--- src/rtl/burst_pkg.sv ---
package burst_pkg;
  typedef enum logic {
    ORD_LINEAR = 1'b0,
    ORD_XOR    = 1'b1
  } order_e;
endpackage

--- src/rtl/bag_strobe_qual.sv ---
module bag_strobe_qual (
  input  logic ce,
  input  logic proc_stb,
  input  logic ctrl_stb,
  output logic load
);
  logic proc_ok;
  logic ctrl_ok;

  always_comb begin
    proc_ok = proc_stb & ce;
    ctrl_ok = ctrl_stb & ce;
    load    = proc_ok | ctrl_ok;
  end
endmodule

--- src/rtl/bag_beat_counter.sv ---
module bag_beat_counter #(
  parameter int BEAT_W = 2
) (
  input  logic              clk,
  input  logic              rst,
  input  logic              load,
  input  logic              adv,
  output logic [BEAT_W-1:0] beat_next,
  output logic [BEAT_W-1:0] beat_q
);
  localparam logic [BEAT_W-1:0] ONE = BEAT_W'(1);

  always_comb begin
    if (load)     beat_next = '0;
    else if (adv) beat_next = beat_q + ONE;
    else          beat_next = beat_q;
  end

  always_ff @(posedge clk) begin
    if (rst) beat_q <= '0;
    else     beat_q <= beat_next;
  end

  assert_step_R4: assert property (@(posedge clk) disable iff (rst)
    (!load && adv) |=> (beat_q == $past(beat_q) + ONE));
  assert_restart_R9: assert property (@(posedge clk) disable iff (rst)
    load |=> (beat_q == '0));
endmodule

--- src/rtl/bag_addr_map.sv ---
module bag_addr_map
  import burst_pkg::*;
#(
  parameter int ADDR_W = 20,
  parameter int BEAT_W = 2
) (
  input  logic              clk,
  input  logic              rst,
  input  logic              load,
  input  order_e            order,
  input  logic [ADDR_W-1:0] addr_in,
  input  logic [BEAT_W-1:0] beat_next,
  output logic [ADDR_W-1:0] addr_out
);
  localparam int UP_W = ADDR_W - BEAT_W;

  logic [ADDR_W-1:0] base_q;
  logic [ADDR_W-1:0] base_next;
  logic [BEAT_W-1:0] low_next;

  always_comb begin
    base_next = load ? addr_in : base_q;
    if (order == ORD_XOR) low_next = base_next[BEAT_W-1:0] ^ beat_next;
    else                  low_next = base_next[BEAT_W-1:0] + beat_next;
  end

  always_ff @(posedge clk) begin
    if (rst) begin
      base_q   <= '0;
      addr_out <= '0;
    end else begin
      base_q   <= base_next;
      addr_out <= {base_next[ADDR_W-1:BEAT_W], low_next};
    end
  end

  assert_upper_fixed_R8: assert property (@(posedge clk) disable iff (rst)
    !load |=> (addr_out[ADDR_W-1:BEAT_W] == $past(addr_out[ADDR_W-1:BEAT_W])));

  initial begin
    assert_width_ok_R8: assert (UP_W >= 1);
  end
endmodule

--- src/rtl/burst_addr_gen.sv ---
module burst_addr_gen
  import burst_pkg::*;
#(
  parameter int ADDR_W = 20,
  parameter int BEAT_W = 2
) (
  input  logic              clk,
  input  logic              rst,
  input  logic              ce,
  input  logic              proc_stb,
  input  logic              ctrl_stb,
  input  logic              adv,
  input  logic              order_xor,
  input  logic [ADDR_W-1:0] addr_in,
  output logic [ADDR_W-1:0] addr_out
);
  logic              load;
  logic [BEAT_W-1:0] beat_next;
  logic [BEAT_W-1:0] beat_q;
  order_e            order;

  assign order = order_e'(order_xor);

  bag_strobe_qual u_qual (
    .ce       (ce),
    .proc_stb (proc_stb),
    .ctrl_stb (ctrl_stb),
    .load     (load)
  );

  bag_beat_counter #(.BEAT_W(BEAT_W)) u_cnt (
    .clk       (clk),
    .rst       (rst),
    .load      (load),
    .adv       (adv),
    .beat_next (beat_next),
    .beat_q    (beat_q)
  );

  bag_addr_map #(.ADDR_W(ADDR_W), .BEAT_W(BEAT_W)) u_map (
    .clk       (clk),
    .rst       (rst),
    .load      (load),
    .order     (order),
    .addr_in   (addr_in),
    .beat_next (beat_next),
    .addr_out  (addr_out)
  );

  assert_load_R2: assert property (@(posedge clk) disable iff (rst)
    (ce && (proc_stb || ctrl_stb)) |=> (addr_out == $past(addr_in)));
  assert_hold_R5: assert property (@(posedge clk) disable iff (rst)
    (!(ce && (proc_stb || ctrl_stb)) && !adv) |=> $stable(addr_out));
  assert_gate_R3: assert property (@(posedge clk) disable iff (rst)
    (!ce && !adv) |=> $stable(addr_out));
endmodule

--- config.mk ---
export PLATFORM = sky130hd
export DESIGN_NAME = burst_addr_gen
export DESIGN_NICKNAME = d
export VERILOG_FILES = /design/src/rtl/burst_pkg.sv /design/src/rtl/bag_strobe_qual.sv /design/src/rtl/bag_beat_counter.sv /design/src/rtl/bag_addr_map.sv /design/src/rtl/burst_addr_gen.sv
export SDC_FILE = /design/constraint.sdc
export NUM_CORES = 1
export LEC_CHECK = 0
export BUFFER_PORTS_ARGS = -buffer_cell sky130_fd_sc_hd__buf_2
export CAP_MARGIN = 5
export CORE_UTILIZATION = 52
export CTS_BUF_LIST = sky130_fd_sc_hd__clkbuf_4
export CTS_CLUSTER_DIAMETER = 100
export DETAILED_ROUTE_END_ITERATION = 12
export PLACE_DENSITY = 0.95
export SKIP_CTS_REPAIR_TIMING = 1
export SLEW_MARGIN = 20
export SYNTH_ARGS = -nofsm -noshare
export SYNTH_HDL_FRONTEND = slang
export SYNTH_HIERARCHICAL = 1
export SYNTH_SLANG_ARGS = --single-unit
--- constraint.sdc ---
create_clock -name clk -period 5.92 [get_ports clk]
set_input_delay 1.184 -clock clk [delete_from_list [all_inputs] [get_ports clk]]
set_output_delay 1.184 -clock clk [all_outputs]
set_load 0.01 [all_outputs]
==> metrics.log <==
INFO  metric status = finished, final reports clean
INFO  metric first_iter_violations = 6
INFO  metric met2_length = 897 um
INFO  metric required = 6.12 ns
INFO  metric ctsLongestPathBuffers = 2
INFO  metric pin_count = 47
INFO  metric cap_viol_max_count = 0
INFO  metric place.gp.congestion = roughly 0.62
INFO  metric critPathCaptureType = flop
INFO  metric grt_pass1_wl = 2350 um
INFO  metric dr_total_vias = 704
INFO  metric die_w = 47.2 um
INFO  metric final.min_clock_period = 2.66 ns
INFO  metric drt_wl_total = 1640 um
INFO  metric finalSetupViolations = 0
INFO  metric worstMarginPinSlew = 0.441 ns
INFO  metric timing.final.crit_share = 0.449
INFO  metric netlist_instances = 100
INFO  metric cell_mode_on_critical_path = sky130_fd_sc_hd__mux2_4
INFO  metric detail_route.first_pass.iterations = 3
INFO  metric design_area = between 1000 and 1500 um2
INFO  metric die_area = between 2000 and 2500 um2
INFO  metric cts-buffers-inserted = 3
INFO  metric grt_antenna_before_repair = 0
INFO  metric startpoint_kind_of_the_worst_setup_timing_path = primary input
INFO  metric min_path_type = reg -> reg
INFO  metric die_height = roughly 47 um
INFO  metric detailed_place.area = around 1200 um2
INFO  metric start_util = 0.583
INFO  metric rsz_0062_raised_after_global_routing = no
INFO  metric cts_num_sinks = 24
INFO  metric clkTransAtPathRegs = roughly 0.11 ns
INFO  metric max-vdd-ir-drop = 0.153 mV
INFO  metric antenna_cells = 0
INFO  metric crit_buf_inv = 2
INFO  metric synth.yosys.seq_area_share = 0.453
INFO  metric drt-met1-wl = approximately 670 um
INFO  metric post-dp-hpwl = between 1000 and 1500 um
INFO  metric fmax = 376 MHz
INFO  metric yosys_warnings = 6
INFO  metric synthesis.nets = 128
INFO  metric grt_overflow = 0
INFO  metric post_drt_wl_per_cell = around 11 um
INFO  metric critical-path-slowest-cell = sky130_fd_sc_hd__mux2_4
INFO  metric finalHoldViolCount = 0
INFO  metric antenna_violating_nets_post_route = 0
INFO  metric dr_wl_met3 = 80 um
INFO  metric final_net_count = 158
INFO  metric clock_latency = 0.30 ns
INFO  metric worst_max_slew_margin_expressed_relative_to_the_limit = 0.706
INFO  metric areaGrowthSynthToFinish = 11.0%
INFO  metric tritoncts_clock_tree = built
INFO  metric postLayoutCoreUtil = 0.647
INFO  metric track_usage = 0.157
INFO  metric numPortBuffers = 46
INFO  metric total_power = about 290 uW
INFO  metric power_density = ~250 nW/um2
INFO  metric drive_gt1_frac = 0.422
INFO  metric yosysUniqueCellTypes = 19
INFO  metric arrival = 2.86 ns
INFO  metric critical_path_peak_fanout = 24
INFO  metric detail_route.drc_violations = 0
INFO  metric cp_cell_sequence = buf_2, o21a_1, buf_4, mux2_4, ha_1, nor2b_1, xnor2_1, mux2_4
INFO  metric cts-htree-levels = 1
INFO  metric leakage = 0.599 nW
INFO  metric setup_total_neg_slack = 0 ns
INFO  metric layoutNonFillerInstCount = 153
INFO  metric crit_path_max_incr_delay = 0.35 ns
INFO  metric synth_seq_cells = 24
INFO  metric placementRows = 15
INFO  metric core = between 1500 and 2000 um2
INFO  metric cell_area_after_synthesis = 1060 um2
INFO  metric finalMaxSlewViolations = 0
INFO  metric root_buffer_cell = sky130_fd_sc_hd__clkbuf_4
INFO  metric avgSynthCellArea = approximately 11 um2
INFO  metric timing.clock.skew = around 0.00042 ns
INFO  metric vias_per_cell = 4.60
INFO  metric first_global_vias = 616
INFO  metric timing.critical_path.max_delay_family = multiplexers
INFO  metric crit_type = in -> reg
INFO  metric dp_cells = 150
INFO  metric maximum_number_of_pins_on_one_net_before_global_route_repair = 25
INFO  metric maxUsedRoutingLayer = met3
==> worst min-delay path, delay by kind of cell (launching register included) <==
kind,cells,cell delay [ns]
and+or+nand+nor,1,0.07
DFF,1,0.34
muxes,1,0.07
==> flip-flops by register name, indices dropped and copies added (netlist names) <==
signal,count
u_cnt/beat_q,2
u_map/base_q,2
u_map/addr_out,20
==> Yosys cell counts <==
cell | n | area share
sky130_fd_sc_hd__nor2_1 | 20 | 0.071
sky130_fd_sc_hd__a211oi_2 | 1 | 0.012
sky130_fd_sc_hd__nor3_1 | 1 | 0.0047
sky130_fd_sc_hd__nand3b_1 | 1 | 0.0071
sky130_fd_sc_hd__o21a_1 | 1 | 0.0071
sky130_fd_sc_hd__mux2_4 | 2 | 0.028
sky130_fd_sc_hd__a21bo_1 | 1 | 0.0094
sky130_fd_sc_hd__mux2i_1 | 19 | 0.18
sky130_fd_sc_hd__xnor2_1 | 2 | 0.017
sky130_fd_sc_hd__dfxtp_1 | 24 | 0.45
sky130_fd_sc_hd__ha_1 | 1 | 0.012
sky130_fd_sc_hd__nor2b_1 | 3 | 0.018
sky130_fd_sc_hd__buf_2 | 1 | 0.0047
sky130_fd_sc_hd__a21oi_1 | 1 | 0.0047
sky130_fd_sc_hd__buf_12 | 1 | 0.019
sky130_fd_sc_hd__nor2b_4 | 1 | 0.013
sky130_fd_sc_hd__buf_4 | 18 | 0.13
sky130_fd_sc_hd__buf_6 | 1 | 0.011
sky130_fd_sc_hd__clkbuf_1 | 1 | 0.0035
==> logic make-up after synthesis <==
logic type / Yosys count / share of synthesized area
adder cells (fa/ha/maj): 1 / 0.0118
AND/OR/NAND/NOR: 26 / 0.113
flip-flops: 24 / 0.453
multiplexers: 21 / 0.208
buffers and inverters: 22 / 0.165
XOR/XNOR: 2 / 0.0165
AO/OA/AOI/OAI: 4 / 0.0330
==> final cells by class <==
cell class	count	area, um2
Clock buffer	3	22.5
Fill cell	165	643
Multi-Input combinational cell	54	405
Sequential cell	24	480
Tap cell	25	31.3
Timing Repair Buffer	47	238
==> where the power goes <==
part | total [mW] | switching (mW) | internal, mW
Combinational | 0.0509 | 0.0244 | 0.0265
Sequential | 0.176 | 0.00437 | 0.172
Clock | 0.0660 | 0.0423 | 0.0237
Total | 0.293 | 0.0711 | 0.222
==> layout by cell type (no fill, tap or decap), drive strengths merged <==
cell type  instances
a211oi             1
a21bo              1
a21oi              1
buf               47
clkbuf             3
dfxtp             24
ha                 1
mux2               2
mux2i             19
nand3b             1
nor2              20
nor2b              4
nor3               1
o21a               1
xnor2              2
==> metal layers <==
| layer | global-route usage | up-vias |
|---|---|---|
| li1 | - | 366 |
| met1 | 0.147 | 308 |
| met2 | 0.300 | 30 |
| met3 | 0.0346 | 0 |
| met4 | 0.103 | 0 |
| met5 | 0 | - |
==> through the flow <==
step,hold slack (ns),setup WS (ns)
after detailed placement,0.481,2.93
final,0.503,3.26
after floorplan,0.462,3.11
after CTS,0.509,3.27
after global routing,0.532,3.22
after global placement,0.467,2.99
==> path summary, 6_finish.rpt <==
check	from	to	slack, ns	cells after the start
worst min register to register	u_map/addr_out[5]$_SDFFE_PP0P_	u_map/addr_out[5]$_SDFFE_PP0P_	0.50	2
worst min-delay path	u_map/addr_out[5]$_SDFFE_PP0P_	u_map/addr_out[5]$_SDFFE_PP0P_	0.50	2
worst max register to register	u_cnt/beat_q[0]$_SDFF_PP0_	u_map/addr_out[1]$_SDFF_PP0_	4.37	6
worst max-delay path	ce	u_map/addr_out[1]$_SDFF_PP0_	3.26	8
Note: power is estimated with default switching activity, not from simulation.
